<file path="config.mk">
export PLATFORM = sky130hd
export DESIGN_NAME = i2c_word_rx
export DESIGN_NICKNAME = d
export VERILOG_FILES = /design/src/rtl/i2c_word_rx_pkg.sv /design/src/rtl/i2c_word_rx_sync.sv /design/src/rtl/i2c_word_rx_engine.sv /design/src/rtl/i2c_word_rx_packer.sv /design/src/rtl/i2c_word_rx_fifo.sv /design/src/rtl/i2c_word_rx.sv
export SDC_FILE = /design/constraint.sdc
export NUM_CORES = 1
export LEC_CHECK = 0
export BUFFER_PORTS_ARGS = -buffer_cell sky130_fd_sc_hd__buf_2
export CORE_AREA = 5 5 158 160
export DETAILED_ROUTE_END_ITERATION = 6
export DIE_AREA = 0 0 163 165
export SYNTH_ARGS = -nofsm -noshare
export SYNTH_HDL_FRONTEND = slang
export SYNTH_HIERARCHICAL = 1
export SYNTH_SLANG_ARGS = --single-unit
</file>
<file path="constraint.sdc">
create_clock -name clk -period 1.6 [get_ports clk]
set_input_delay 0 -clock clk [delete_from_list [all_inputs] [get_ports clk]]
set_output_delay 0 -clock clk [all_outputs]
set_load 0.02 [all_outputs]
</file>
<file path="src/rtl/i2c_word_rx_pkg.sv">
package i2c_word_rx_pkg;

  localparam int BYTE_W   = 8;
  localparam int WORD_MAX = 3;
  localparam int WORD_W   = BYTE_W * WORD_MAX;
  localparam int ADDR_W   = 7;

  typedef enum logic [2:0] {
    ST_IDLE,
    ST_ADDR,
    ST_ADDR_ACK,
    ST_DATA,
    ST_DATA_ACK,
    ST_SKIP
  } bus_state_e;

  // word length field to byte count; reserved code falls back to one byte
  function automatic logic [1:0] bytes_per_word(input logic [1:0] mode);
    case (mode)
      2'd1:    return 2'd2;
      2'd2:    return 2'd3;
      default: return 2'd1;
    endcase
  endfunction

endpackage

</file>
<file path="src/rtl/i2c_word_rx_sync.sv">
module i2c_word_rx_sync (
  input  logic clk,
  input  logic rst_n,
  input  logic scl_in,
  input  logic sda_in,
  output logic sda_level,
  output logic scl_rise,
  output logic scl_fall,
  output logic start_evt,
  output logic stop_evt
);

  logic scl_m, scl_s, scl_d;
  logic sda_m, sda_s, sda_d;

  always_ff @(posedge clk or negedge rst_n) begin
    if (!rst_n) begin
      scl_m <= 1'b1; scl_s <= 1'b1; scl_d <= 1'b1;
      sda_m <= 1'b1; sda_s <= 1'b1; sda_d <= 1'b1;
    end else begin
      scl_m <= scl_in; scl_s <= scl_m; scl_d <= scl_s;
      sda_m <= sda_in; sda_s <= sda_m; sda_d <= sda_s;
    end
  end

  always_comb begin
    sda_level = sda_s;
    scl_rise  = scl_s & ~scl_d;
    scl_fall  = ~scl_s & scl_d;
    start_evt = scl_s & scl_d & sda_d & ~sda_s;
    stop_evt  = scl_s & scl_d & ~sda_d & sda_s;
  end

endmodule

</file>
<file path="src/rtl/i2c_word_rx_engine.sv">
module i2c_word_rx_engine
  import i2c_word_rx_pkg::*;
(
  input  logic              clk,
  input  logic              rst_n,
  input  logic              enable,
  input  logic [ADDR_W-1:0] own_addr,
  input  logic              sda_level,
  input  logic              scl_rise,
  input  logic              scl_fall,
  input  logic              start_evt,
  input  logic              stop_evt,
  output logic              sda_pull,
  output logic              byte_valid,
  output logic [BYTE_W-1:0] byte_data,
  output logic              frame_clear
);

  bus_state_e        state_q, state_n;
  logic [BYTE_W-1:0] shift_q, shift_n;
  logic [3:0]        bits_q, bits_n;
  logic              pull_q, pull_n;
  logic              step;

  assign step = ~enable | start_evt | stop_evt | scl_rise | scl_fall;

  always_comb begin
    state_n     = state_q;
    shift_n     = shift_q;
    bits_n      = bits_q;
    pull_n      = pull_q;
    byte_valid  = 1'b0;
    frame_clear = 1'b0;
    byte_data   = {shift_q[BYTE_W-2:0], sda_level};
    if (!enable || stop_evt) begin
      state_n = ST_IDLE; pull_n = 1'b0; bits_n = '0; frame_clear = 1'b1;
    end else if (start_evt) begin
      state_n = ST_ADDR; pull_n = 1'b0; bits_n = '0; frame_clear = 1'b1;
    end else begin
      case (state_q)
        ST_ADDR, ST_DATA: begin
          if (scl_rise && bits_q != 4'd8) begin
            shift_n = {shift_q[BYTE_W-2:0], sda_level};
            bits_n  = bits_q + 4'd1;
            byte_valid = (state_q == ST_DATA) && (bits_q == 4'd7);
          end else if (scl_fall && bits_q == 4'd8) begin
            bits_n = '0;
            if (state_q == ST_DATA) begin
              pull_n = 1'b1; state_n = ST_DATA_ACK;
            end else if (shift_q[BYTE_W-1:1] == own_addr) begin
              pull_n = 1'b1; state_n = ST_ADDR_ACK;
            end else begin
              state_n = ST_SKIP;
            end
          end
        end
        ST_ADDR_ACK: if (scl_fall) begin
          pull_n  = 1'b0;
          state_n = shift_q[0] ? ST_SKIP : ST_DATA;
        end
        ST_DATA_ACK: if (scl_fall) begin
          pull_n  = 1'b0;
          state_n = ST_DATA;
        end
        default: ;
      endcase
    end
  end

  always_ff @(posedge clk or negedge rst_n) begin
    if (!rst_n) begin
      state_q <= ST_IDLE;
      shift_q <= '0;
      bits_q  <= '0;
      pull_q  <= 1'b0;
    end else if (step) begin
      state_q <= state_n;
      shift_q <= shift_n;
      bits_q  <= bits_n;
      pull_q  <= pull_n;
    end
  end

  assign sda_pull = pull_q;

endmodule

</file>
<file path="src/rtl/i2c_word_rx_packer.sv">
module i2c_word_rx_packer
  import i2c_word_rx_pkg::*;
(
  input  logic              clk,
  input  logic              rst_n,
  input  logic [1:0]        word_mode,
  input  logic              byte_valid,
  input  logic [BYTE_W-1:0] byte_data,
  input  logic              frame_clear,
  output logic              word_push,
  output logic [WORD_W-1:0] word_data
);

  logic [WORD_W-1:0] acc_q, acc_n, acc_shift, keep_mask;
  logic [1:0]        cnt_q, cnt_n, target;
  logic              load;

  assign load = byte_valid | frame_clear;

  always_comb begin
    target    = bytes_per_word(word_mode);
    acc_shift = {acc_q[WORD_W-BYTE_W-1:0], byte_data};
    keep_mask = {WORD_W{1'b1}} >> (WORD_W - int'(target) * BYTE_W);
    word_data = acc_shift & keep_mask;
    word_push = byte_valid && !frame_clear && (2'(cnt_q + 2'd1) == target);
    acc_n     = acc_shift;
    cnt_n     = cnt_q + 2'd1;
    if (frame_clear || word_push) begin
      acc_n = '0;
      cnt_n = '0;
    end
  end

  always_ff @(posedge clk or negedge rst_n) begin
    if (!rst_n) begin
      acc_q <= '0;
      cnt_q <= '0;
    end else if (load) begin
      acc_q <= acc_n;
      cnt_q <= cnt_n;
    end
  end

endmodule

</file>
<file path="src/rtl/i2c_word_rx_fifo.sv">
module i2c_word_rx_fifo #(
  parameter int WIDTH = 24,
  parameter int DEPTH = 4
) (
  input  logic             clk,
  input  logic             rst_n,
  input  logic             push,
  input  logic [WIDTH-1:0] push_data,
  input  logic             pop,
  output logic [WIDTH-1:0] head,
  output logic             not_empty,
  output logic             full,
  output logic             overflow
);

  localparam int AW = (DEPTH > 1) ? $clog2(DEPTH) : 1;
  localparam logic [AW-1:0] LAST = AW'(DEPTH - 1);
  localparam logic [AW:0]   CAP  = (AW + 1)'(DEPTH);

  logic [WIDTH-1:0] mem [DEPTH];
  logic [AW-1:0]    wr_q, rd_q;
  logic [AW:0]      cnt_q, cnt_n;
  logic             do_wr, do_rd, ovf_n;

  always_comb begin
    full      = (cnt_q == CAP);
    not_empty = (cnt_q != '0);
    do_wr     = push & ~full;
    do_rd     = pop & not_empty;
    ovf_n     = overflow | (push & full);
    cnt_n     = cnt_q + (AW + 1)'(do_wr) - (AW + 1)'(do_rd);
    head      = mem[rd_q];
  end

  always_ff @(posedge clk) begin
    if (do_wr) mem[wr_q] <= push_data;
  end

  always_ff @(posedge clk or negedge rst_n) begin
    if (!rst_n) begin
      wr_q     <= '0;
      rd_q     <= '0;
      cnt_q    <= '0;
      overflow <= 1'b0;
    end else begin
      if (do_wr) wr_q <= (wr_q == LAST) ? '0 : wr_q + 1'b1;
      if (do_rd) rd_q <= (rd_q == LAST) ? '0 : rd_q + 1'b1;
      if (do_wr || do_rd) cnt_q <= cnt_n;
      overflow <= ovf_n;
    end
  end

endmodule

</file>
<file path="src/rtl/i2c_word_rx.sv">
module i2c_word_rx
  import i2c_word_rx_pkg::*;
#(
  parameter int FIFO_DEPTH = 4
) (
  input  logic              clk,
  input  logic              rst_n,
  input  logic              enable,
  input  logic [6:0]        addr_cfg,
  input  logic              addr_pin_a,
  input  logic              addr_pin_b,
  input  logic [1:0]        word_mode,
  input  logic              scl_in,
  input  logic              sda_in,
  output logic              sda_pull,
  input  logic              rd_en,
  output logic [23:0]       rd_data,
  output logic              rx_not_empty,
  output logic              rx_overflow,
  output logic              host_req
);

  logic              rst_meta, rst_sync_n;
  logic              sda_level, scl_rise, scl_fall, start_evt, stop_evt;
  logic              byte_valid, frame_clear, word_push, fifo_full;
  logic [BYTE_W-1:0] byte_data;
  logic [WORD_W-1:0] word_data;
  logic [ADDR_W-1:0] own_addr;

  // assert asynchronously, release on a clock edge
  always_ff @(posedge clk or negedge rst_n) begin
    if (!rst_n) begin
      rst_meta   <= 1'b0;
      rst_sync_n <= 1'b0;
    end else begin
      rst_meta   <= 1'b1;
      rst_sync_n <= rst_meta;
    end
  end

  assign own_addr = {addr_cfg[6:3], addr_pin_b, addr_cfg[1], addr_pin_a};

  i2c_word_rx_sync u_sync (
    .clk(clk), .rst_n(rst_sync_n), .scl_in(scl_in), .sda_in(sda_in),
    .sda_level(sda_level), .scl_rise(scl_rise), .scl_fall(scl_fall),
    .start_evt(start_evt), .stop_evt(stop_evt)
  );

  i2c_word_rx_engine u_engine (
    .clk(clk), .rst_n(rst_sync_n), .enable(enable), .own_addr(own_addr),
    .sda_level(sda_level), .scl_rise(scl_rise), .scl_fall(scl_fall),
    .start_evt(start_evt), .stop_evt(stop_evt), .sda_pull(sda_pull),
    .byte_valid(byte_valid), .byte_data(byte_data), .frame_clear(frame_clear)
  );

  i2c_word_rx_packer u_packer (
    .clk(clk), .rst_n(rst_sync_n), .word_mode(word_mode),
    .byte_valid(byte_valid), .byte_data(byte_data), .frame_clear(frame_clear),
    .word_push(word_push), .word_data(word_data)
  );

  i2c_word_rx_fifo #(.WIDTH(WORD_W), .DEPTH(FIFO_DEPTH)) u_fifo (
    .clk(clk), .rst_n(rst_sync_n), .push(word_push), .push_data(word_data),
    .pop(rd_en), .head(rd_data), .not_empty(rx_not_empty),
    .full(fifo_full), .overflow(rx_overflow)
  );

  assign host_req = enable & ~fifo_full;

endmodule

</file>
# Yosys cells after proc, flatten, opt, wreduce, memory -nomap -nowiden
# Memories as Yosys holds them, arrays and structs flattened.
# Index checks and enable logic that the tools add are counted.
op_classes:
  n_shift: 1
  bitwise_logic: 26
  n_mux: 36
  n_reduce_logical: 21
  n_eq_ne: 20
  addsub: 7
op_table:
  columns: ["operator", "n"]
  rows:
  - ["right shift 24 x 32 -> 24 bit (first input constant)", 1]
  - ["2-to-1 mux 3 bit", 9]
  - ["bitwise AND 24 bit", 1]
  - ["2-to-1 mux 4 bit", 5]
  - ["2-to-1 mux 16 bit", 1]
  - ["inequality test 4 x 1 -> 1 bit (second input constant)", 4]
  - ["2-to-1 mux 1 bit", 15]
  - ["AND reduction 6 bit", 2]
  - ["bitwise AND 1 bit", 11]
  - ["case mux 3 bit (3 select lines)", 1]
  - ["inverter 1 bit", 8]
  - ["nonzero test 4 bit", 2]
  - ["== test 7 bit", 1]
  - ["adder 2 x 1 -> 2 bit (second input constant)", 3]
  - ["== test 2 bit (second input constant)", 3]
  - ["== test 3 x 2 -> 1 bit (second input constant)", 2]
  - ["== test 3 bit (second input constant)", 2]
  - ["2-to-1 mux 2 bit", 3]
  - ["bitwise OR 1 bit", 6]
  - ["nonzero test 3 bit", 2]
  - ["subtractor 5 x 5 -> 6 bit (first input constant)", 1]
  - ["logical AND 1 bit", 5]
  - ["inequality test 5 x 1 -> 1 bit (second input constant)", 1]
  - ["AND reduction 5 bit", 1]
  - ["17 further kinds", 21]
word_totals:
  mem_bits_rw: 96
  in_bits: 17
  memories: 1
  word_cells: 130
  reg_bits: 50
  out_inout_bits: 28
memory_table:
  columns: ["name", "depth", "word_bits", "read_ports", "rd_clocked_by_memory_dff", "write_ports", "line_no", "rtl"]
  rows:
  - ["u_fifo.mem", 4, 24, 1, 0, 1, "i2c_word_rx_fifo.sv:20", "logic [WIDTH-1:0] mem [DEPTH];"]

# Longest topological paths before layout
# Gate-level depths: netlist of run 1.
logic_depth:
  ltp_word: 12
  depth_mapped: 18
  mapped_depth_nobuf: 18

# Cells and area by module
# Netlist of run 1, hierarchy kept.
by_module_without_submodules:
  columns: ["module", "n_inst", "seq_area_each_um2", "cells_each", "area_each_um2"]
  rows:
  - ["i2c_word_rx_fifo", 1, 3083.0, 169, 4006.3]
  - ["i2c_word_rx_engine", 1, 400.4, 105, 963.4]
  - ["i2c_word_rx_packer", 1, 450.4, 84, 942.2]
  - ["i2c_word_rx_sync", 1, 157.7, 10, 190.2]
  - ["i2c_word_rx", 1, 50.0, 4, 67.6]

# Worst setup path after synthesis of run 1
# Ideal clock, no wire load.
synth_path:
  kind: "register to register"
  start: "register u_sync.sda_s, in the netlist u_sync/sda_level"
  end: "register u_fifo.cnt_q[2]"
  setup_ns: 0.079
  slack_ns: -1.948
  t_arrival_ns: 3.469
  path_stages_with_launch: 18
  n_path_buf: 0
  required_time_ns: 1.521
  period_less_slack_ns: 3.548
  path_cell_list: "dfstp_2 and4b_1 nor3b_2 nand4b_1 clkinv_1 nand2_1 nor3_1 nand2b_1 nor2_1 nor2b_2 inv_1 ha_1 ha_1 inv_1 fa_1 xnor2_1 nor2_1 xor2_1"
synth_via:
  elab_cells_between_ends: 15
  cone_classes: "add/sub: 2; mux: 4; bitwise: 4; reduce/logical: 5"
synth_lines:
  columns: ["element", "line_no", "rtl"]
  rows:
  - ["from (decl)", "i2c_word_rx_sync.sv:14", "logic sda_m, sda_s, sda_d;"]
  - ["from (signal assigned)", "i2c_word_rx_sync.sv:22", "sda_m <= sda_in; sda_s <= sda_m; sda_d <= sda_s;"]
  - ["inverter 1 bit *", "i2c_word_rx_sync.sv:30", "start_evt = scl_s & scl_d & sda_d & ~sda_s;"]
  - ["bitwise AND 1 bit *", "i2c_word_rx_sync.sv:30", null]
  - ["net start_evt", "i2c_word_rx.sv:24", "logic sda_level, scl_rise, scl_fall, start_evt, stop_evt;"]
  - ["2-to-1 mux 1 bit *", "i2c_word_rx_engine.sv:37", "end else if (start_evt) begin"]
  - ["2-to-1 mux 1 bit *", "i2c_word_rx_engine.sv:35", "if (!enable || stop_evt) begin"]
  - ["net byte_valid", "i2c_word_rx.sv:25", "logic byte_valid, frame_clear, word_push, fifo_full;"]
  - ["logical AND 1 bit * (2 in a row)", "i2c_word_rx_packer.sv:25", "word_push = byte_valid && !frame_clear && (2'(cnt_q + 2'd1) == target);"]
  - ["net word_push", "i2c_word_rx.sv:25", null]
  - ["bitwise AND 1 bit *", "i2c_word_rx_fifo.sv:28", "do_wr = push & ~full;"]
  - ["adder 3 x 1 -> 3 bit", "i2c_word_rx_fifo.sv:31", "cnt_n = cnt_q + (AW + 1)'(do_wr) - (AW + 1)'(do_rd);"]
  - ["subtractor 3 x 1 -> 3 bit", "i2c_word_rx_fifo.sv:31", null]
  - ["to (signal assigned)", "i2c_word_rx_fifo.sv:48", "if (do_wr || do_rd) cnt_q <= cnt_n;"]
  - ["to (decl)", "i2c_word_rx_fifo.sv:22", "logic [AW:0] cnt_q, cnt_n;"]
# The timed path passes the listed nets; every way through them passes the cells marked *.
# A chain may end at the register's enable or synchronous reset.

# Worst setup path in the final report of run 1
layout_path:
  start: "register u_sync.sda_d"
  end: "register u_fifo.cnt_q[2]"
layout_via:
  elab_cells_between_ends: 17
  cone_classes: "add/sub: 2; mux: 4; bitwise: 6; reduce/logical: 5"
layout_lines:
  columns: ["element", "line_no", "rtl"]
  rows:
  - ["from (decl)", "i2c_word_rx_sync.sv:14", null]
  - ["from (signal assigned)", "i2c_word_rx_sync.sv:22", null]
  - ["inverter 1 bit *", "i2c_word_rx_sync.sv:31", "stop_evt = scl_s & scl_d & ~sda_d & sda_s;"]
  - ["bitwise AND 1 bit * (2 in a row)", "i2c_word_rx_sync.sv:31", null]
  - ["net stop_evt", "i2c_word_rx.sv:24", null]
  - ["logical OR 1 bit *", "i2c_word_rx_engine.sv:35", null]
  - ["2-to-1 mux 1 bit *", "i2c_word_rx_engine.sv:35", null]
  - ["net byte_valid", "i2c_word_rx.sv:25", null]
  - ["logical AND 1 bit * (2 in a row)", "i2c_word_rx_packer.sv:25", null]
  - ["net word_push", "i2c_word_rx.sv:25", null]
  - ["bitwise AND 1 bit *", "i2c_word_rx_fifo.sv:28", null]
  - ["adder 3 x 1 -> 3 bit", "i2c_word_rx_fifo.sv:31", null]
  - ["subtractor 3 x 1 -> 3 bit", "i2c_word_rx_fifo.sv:31", null]
# Marked as above.

==> metrics.cfg, run 1 <==
[outcome]
status=complete, but fails checks
violations=setup timing

[timing]
fin_crit_sh_pct=198
max_freq_mhz=315
finalHoldViolCount=0
finalSetupViolations=160
min_period_ns=3.17
holdWs_ns=0.0574
tightestPinTransition_ns=0.558
fin_skew_ns=0.0101
timing.final.ws_setup_ns=-1.57
slew_viol_final=0
rsz0062_at_grt=yes
slew_headroom_pct=62.8

[finish]
drive_above_1_share_pct=46.4
fin_nets=534
fin_area_mm2=0.00865
area.growth.synth_to_final_pct=40.2
diodes=0

[die]
die_area_mm2=0.0269
die_w_um=163
row_count=56
die_h_um=165
ios=45
placeableCoreArea_mm2=0.0233
start_util_pct=26.5

[clock_tree]
ctsLongestPathBuffers=2
cts_root_buf=clkbuf_16
cts_tree=yes
htreeDepth=4
clock_sinks=146
cts.reportedPaths.clkPinSlew_ns=0.06
cts_inserted_buffers=17
clk_latency_ns=0.42

[routing]
vias=3633
drt-pass1-iter-count=4
first_iter_violations=236
viasPerCell=4.35
drc_errors=0
ant_nets=0
drt-total-wl_um=14300
wl_per_cell_um=17.1

[setup_path]
r2r_start=u_sync/sda_d
regToRegSetupSlack_ns=-1.57
r2r-end=u_fifo/cnt_q[2]
crit_chain=and4b_1 -> nor3b_2 -> nand4b_1 -> clkinv_2 -> nand2_4 -> nor3_4 -> nand2b_1 -> nor2_2 -> nor2b_4 -> inv_2 -> ha_4 -> ha_4 -> inv_2 -> fa_2 -> xnor2_2 -> nor2_1 -> xor2_1
slowest_stage=dfstp_2
critical_path_class=reg -> reg
cp-end-kind=register
worstPathMaxFanout=2
startpoint_type=register
critPathArrivalTime_ns=3.51
cpPeakStageDelay_ns=0.53
r2r_cells=17
cp.required_ns=1.94

[place]
io_buffers=42
placed_cell_area_mm2=0.00715
place_hpwl_um=8070
dp_slack_ns=-1.62
gp_congestion=0.758

[synthesis]
syn_avg_cell_area_um2=16.6
synth_cells=372
yosysUniqueCellTypes=59
synth_flop_cell=edfxtp_1
ys_ff_latch=146
synth-edff-count=96
syn_area_mm2=0.00617
synthArstFlopShare_pct=34.2
yosysWarnings=6
yosysSeqAreaShare_pct=67.1
syn_nets=402

[global_route]
grt_pass1_wl_um=21900
track_usage_pct=11.0
gr-total-overflow=0
grt_pass1_vias=3961
grt_max_degree=26
antenna_found_initial=0

[worst_hold_path]
hp-class=in -> reg
min_to=u_fifo/rd_q[0]
worst_hold_startpoint=rd_en
hold_path_depth=4

[power_and_ir_drop]
ir_worst_vdd_mv=0.921
power_mw=11.6
power_density_mw_per_mm2=1340
leakage_nw=3.37

[flow_run]
max-cap-violations=0

registers in the layout, summed over array words and instances (netlist names):
signal             count
rst_meta               1
rst_sync_n             1
u_engine/bits_q        4
u_engine/sda_pull      1
u_engine/shift_q       8
u_engine/state_q       3
u_fifo/cnt_q           3
u_fifo/mem            96
u_fifo/overflow        1
u_fifo/rd_q            2
u_fifo/wr_q            2
u_packer/acc_q        16
u_packer/cnt_q         2
u_sync/scl_d           1
u_sync/scl_m           1
u_sync/scl_s           1
u_sync/sda_d           1
u_sync/sda_level       1
u_sync/sda_m           1
worst max-delay path by stage:
stage	startpoint	to	cells after the start
after floorplan	u_sync/sda_level	u_fifo/cnt_q[2]	17
final	u_sync/sda_d	u_fifo/cnt_q[2]	17
after detailed placement	u_sync/sda_level	u_fifo/cnt_q[2]	17
after global placement	u_sync/sda_level	u_fifo/cnt_q[2]	17
after global routing	u_sync/sda_d	u_fifo/cnt_q[2]	17
after CTS	u_sync/sda_d	u_fifo/cnt_q[2]	17
per-stage QoR:
stage / instances / util (%) / setup TNS, ns
floorplan: 372 / - / -126.69
global placement: 763 / 30.7 / -108.94
detailed placement: 763 / 30.7 / -129.14
CTS: 833 / 36.4 / -134.69
global route: 836 / 37.2 / -162.66
finish: 836 / 37.2 / -143.68
cells by family after synthesis:
group                    share of synthesized area [%]
buffers and inverters                             3.20
multiplexers                                      10.7
flip-flops                                        67.1
adder cells (fa/ha/maj)                           2.76
AND/OR/NAND/NOR                                   9.25
AO/OA/AOI/OAI                                     5.09
XOR/XNOR                                          1.83
other                                           0.0608
report_power, final:
group          internal (mW)  total [mW]  switching (mW)
clock network           2.47        4.04            1.57
logic                   1.73        3.20            1.47
registers               4.15        4.33           0.182
total                   8.35        11.6            3.23
layer usage:
metal | up-vias | part of all wire, % | GRT usage [%]
li1 | 1669 | - | -
met1 | 1854 | 43 | 13.6
met2 | 90 | 50 | 18.4
met3 | 20 | 4.8 | 2.99
met4 | 0 | 1.7 | 4.16
met5 | - | 0 | 0
cells in the final DEF (no fill, tap or decap), types with 4 or more instances in the layout:
cell type and n:
buf_16 6, inv_1 8, clkbuf_16 19, nand2_1 25, buf_2 18, dfrtp_1 42
nand2_2 7, dfstp_2 6, clkinv_4 4, xor2_1 7, nor2_1 9, and2_1 17
edfxtp_1 96, and2_4 4, nor2b_1 11, dlygate4sd3_1 5, buf_6 43, mux4_2 24
ha_1 10, buf_12 8, a32o_1 15, buf_4 42, buf_8 9
worst max-delay path, delay by kind of cell, from the launching register on:
family        cells  cell delay [ns]
simple gates      9             1.34
fa+ha+maj         3             0.72
flops             1             0.53
xor+xnor          2             0.30
buf+inv           3             0.21
Yosys cell counts, drive strengths merged (2+ instances only):
master	instances	area share, %
edfxtp	96	47
nor2b	14	1.6
and4b	2	0.32
nor3b	2	0.41
nor2	11	0.67
a32o	16	2.6
nand2b	4	0.45
dfrtp	44	18
nor3	2	0.16
and2b	2	0.26
inv	11	0.67
nand2	35	2.3
a22o	3	0.45
ha	12	2.4
mux2	7	1.4
xor2	7	0.99
clkbuf	3	0.18
o21ai	4	0.32
a21oi	5	0.77
mux2i	2	0.53
mux4	24	8.8
xnor2	5	0.83
and2	21	2.1
buf	17	2.3
dfstp	6	2.6
layout make-up:
cell class,count,area [µm²]
well taps,319,399
clock buffers,18,429
clock inverters,14,178
multi-input cells,194,2000
fillers,2178,14600
repair buffers,133,1450
flip-flops and latches,146,4140
inverters,12,48.8
timing repair:
action                     in CTS  in global routing
gates resized for setup        61                 83
cloned                         14                  4
hold endpoints to repair        5                  0
setup endpoints to repair     152                160
hold buffers                    5                  0
buffers inserted               23                 14
pin swaps                      13                 28
Note: power is estimated with default switching activity, not from simulation.
==> inputs of run 2 (changes only) <==
Settings changed: GPL_ROUTABILITY_DRIVEN from default to 0.
Clock period 1.6 ns to 3.4 ns, I/O delays scaled along.
==> metrics.cfg, run 2 (synthesis gave the netlist of run 1 again) <==
[finish]
largest_register_ffs=96  ; unchanged
fin_cells=767  ; was 836
nFillCells=2321  ; was 2178
layout_commonest_cell=edfxtp_1  ; unchanged
ff_latch_area_mm2=0.00414  ; about the same
regMostFlops=u_fifo/mem  ; unchanged
mostFrequentLayoutCells=edfxtp_1, dfrtp_1, buf_2, nand2_1, mux4_2  ; was edfxtp_1, buf_6, buf_4, dfrtp_1, nand2_1
multiInputGateArea_mm2=0.00184  ; was 0.00200 mm²
top_regs=u_fifo/mem: 96 flops, u_packer/acc_q: 16 flops, u_engine/shift_q: 8 flops  ; unchanged
fin_nets=465  ; was 534
drive_above_1_share_pct=31.5  ; was 46.4%
area.growth.synth_to_final_pct=19.7  ; was 40.2%
diodes=0  ; unchanged

[setup_path]
worst_path_dominant_cell_family=simple AND/OR/NAND/NOR gates  ; unchanged
worstPathMaxFanout=5  ; was 2
startpoint_type=register  ; unchanged
r2r-end=u_fifo/cnt_q[2]  ; unchanged
r2r_start=u_sync/sda_level  ; was u_sync/sda_d
cp.required_ns=3.75  ; was 1.94 ns
cp_num_buf_inv=4  ; was 3
critPathArrivalTime_ns=3.52  ; was 3.51 ns
cpPeakStageDelay_ns=0.37  ; was 0.53 ns
critical_path_class=reg -> reg  ; unchanged
r2r_cells=18  ; was 17
slowest_stage=fa_1  ; was dfstp_2
cp-end-kind=register  ; unchanged
regToRegSetupSlack_ns=0.23  ; was -1.57 ns
crit_chain=buf_4 -> and4b_1 -> nor3b_2 -> nand4b_1 -> clkinv_1 -> nand2_1 -> nor3_2 -> nand2b_1 -> nor2_2 -> nor2b_4 -> inv_1 -> ha_1 -> ha_1 -> inv_1 -> fa_1 -> xnor2_1 -> nor2_1 -> xor2_1  ; was and4b_1 -> nor3b_2 -> nand4b_1 -> clkinv_2 -> nand2_4 -> nor3_4 -> nand2b_1 -> nor2_2 -> nor2b_4 -> inv_2 -> ha_4 -> ha_4 -> inv_2 -> fa_2 -> xnor2_2 -> nor2_1 -> xor2_1

[global_route]
antenna_found_initial=0  ; unchanged
track_usage_pct=9.58  ; was 11.0%
grt_pass1_wl_um=19500  ; was 21900 µm
grt_max_degree=49  ; was 26
gr-total-overflow=0  ; unchanged
grt_pass1_vias=3619  ; was 3961

[die]
row_count=56  ; unchanged
die_area_mm2=0.0269  ; unchanged
die_w_um=163  ; unchanged
die_h_um=165  ; unchanged
placeableCoreArea_mm2=0.0233  ; unchanged
start_util_pct=26.5  ; unchanged
ios=45  ; unchanged

[timing]
rsz0062_at_grt=no  ; was yes
min_period_ns=3.17  ; about the same
slew_viol_final=0  ; unchanged
fin_crit_sh_pct=93.2  ; was 198%
finalHoldViolCount=0  ; unchanged
tightestPinTransition_ns=1.05  ; was 0.558 ns
finalSetupViolations=0  ; was 160
setup_tns_ns=0  ; was -143.68 ns
max_freq_mhz=315  ; about the same
slew_headroom_pct=30.0  ; was 62.8%
fin_skew_ns=0.00851  ; was 0.0101 ns
timing.final.ws_setup_ns=0.230  ; was -1.57 ns

[routing]
wl_per_cell_um=15.7  ; was 17.1 µm
ant_nets=0  ; unchanged
first_iter_violations=215  ; was 236
viasPerCell=4.24  ; was 4.35
vias=3253  ; was 3633
drt-total-wl_um=12000  ; was 14300 µm
drt-pass1-iter-count=4  ; unchanged
drc_errors=0  ; unchanged

[power_and_ir_drop]
leakage_nw=2.76  ; was 3.37 nW
power_density_mw_per_mm2=655  ; was 1340 mW/mm²
ir_worst_vdd_mv=0.379  ; was 0.921 mV
power_mw=4.83  ; was 11.6 mW

[place]
place_inst=728  ; was 763
place_hpwl_um=7850  ; was 8070 µm
io_buffers=42  ; unchanged
dp_slack_ns=0.140  ; was -1.62 ns

[worst_hold_path]
min_to=u_engine/state_q[1]  ; was u_fifo/rd_q[0]
hold_path_depth=5  ; was 4
hp-class=in -> reg  ; unchanged
worst_hold_startpoint=addr_cfg[3]  ; was rd_en

[flow_run]
max-cap-violations=0  ; unchanged

[clock_tree]
cts_inserted_buffers=17  ; unchanged
htreeDepth=4  ; unchanged
clock_sinks=146  ; unchanged
clk_latency_ns=0.42  ; about the same
cts_root_buf=clkbuf_16  ; unchanged
cts_tree=yes  ; unchanged
cts.reportedPaths.clkPinSlew_ns=0.06  ; about the same
ctsLongestPathBuffers=2  ; unchanged

[outcome]
status=finished, final reports clean  ; was complete, but fails checks

run 2: cell count changes in the layout (fill, tap and decap cells not counted), moves of 4 or more:
| cell | previous run | this run |
|---|---|---|
| and2_1 | 17 | 21 |
| buf_2 | 18 | 42 |
| buf_6 | 43 | 0 |
| buf_8 | 9 | 0 |
| and2_4 | 4 | 0 |
| buf_4 | 42 | 16 |
| buf_12 | 8 | 0 |
| nand2_1 | 25 | 34 |
| buf_16 | 6 | 0 |
| nand2_2 | 7 | 0 |
run 2: report_power, final:
group	switching [mW]	internal, mW
Sequential	0.0853	1.95
Clock	0.794	0.970
Combinational	0.574	0.461
run 2: worst max-delay path by stage:
stage	startpoint	to	slack (ns)	cells past startpoint
global placement	u_sync/sda_level	u_fifo/cnt_q[2]	0.27	17
global route	u_sync/sda_level	u_fifo/cnt_q[2]	0.009	18
CTS	u_sync/sda_level	u_fifo/cnt_q[2]	0.14	17
detailed placement	u_sync/sda_level	u_fifo/cnt_q[2]	0.14	17
finish	u_sync/sda_level	u_fifo/cnt_q[2]	0.23	18
floorplan	u_sync/sda_level	u_fifo/cnt_q[2]	0.01	17
run 2: per-stage QoR:
| step | area, µm² | hold WS (ns) | utilization (%) |
|---|---|---|---|
| global route | 7390 | 0.199 | 31.8 |
| global placement | 6750 | -0.215 | 29.0 |
| floorplan | 6180 | -0.296 | - |
| CTS | 7380 | 0.155 | 31.7 |
| detailed placement | 6750 | -0.212 | 29.0 |
| finish | 7390 | 0.165 | 31.8 |
run 2: worst min-delay path, stage by stage:
cell and delay, ns:
buf_2 0.09, xnor2_1 0.07, nand4_1 0.13, o22a_1 0.19, o31ai_1 0.07
run 2: what timing repair did:
action / in CTS / in global routing
gates resized for setup: 0 / 1
hold endpoints to repair: 7 / 0
hold buffers: 6 / 0
setup endpoints to repair: 0 / 1
setup buffers: 0 / 1
run 2: cell type report:
type | count | share of cell area (%)
Clock inverter | 14 | 1.85
Multi-Input combinational cell | 194 | 25.0
Tap cell | 319 | 5.40
Timing Repair Buffer | 64 | 5.29
Inverter | 12 | 0.610
Sequential cell | 146 | 56.1
Clock buffer | 18 | 5.81
run 2: per-layer routing:
| layer | GRT usage (%) | vias up | share of wire (%) |
|---|---|---|---|
| li1 | - | 1517 | - |
| met1 | 11.5 | 1657 | 43 |
| met2 | 16.4 | 66 | 51 |
| met3 | 3.32 | 13 | 4.8 |
| met4 | 2.67 | 0 | 1.1 |
| met5 | 0 | - | 0 |
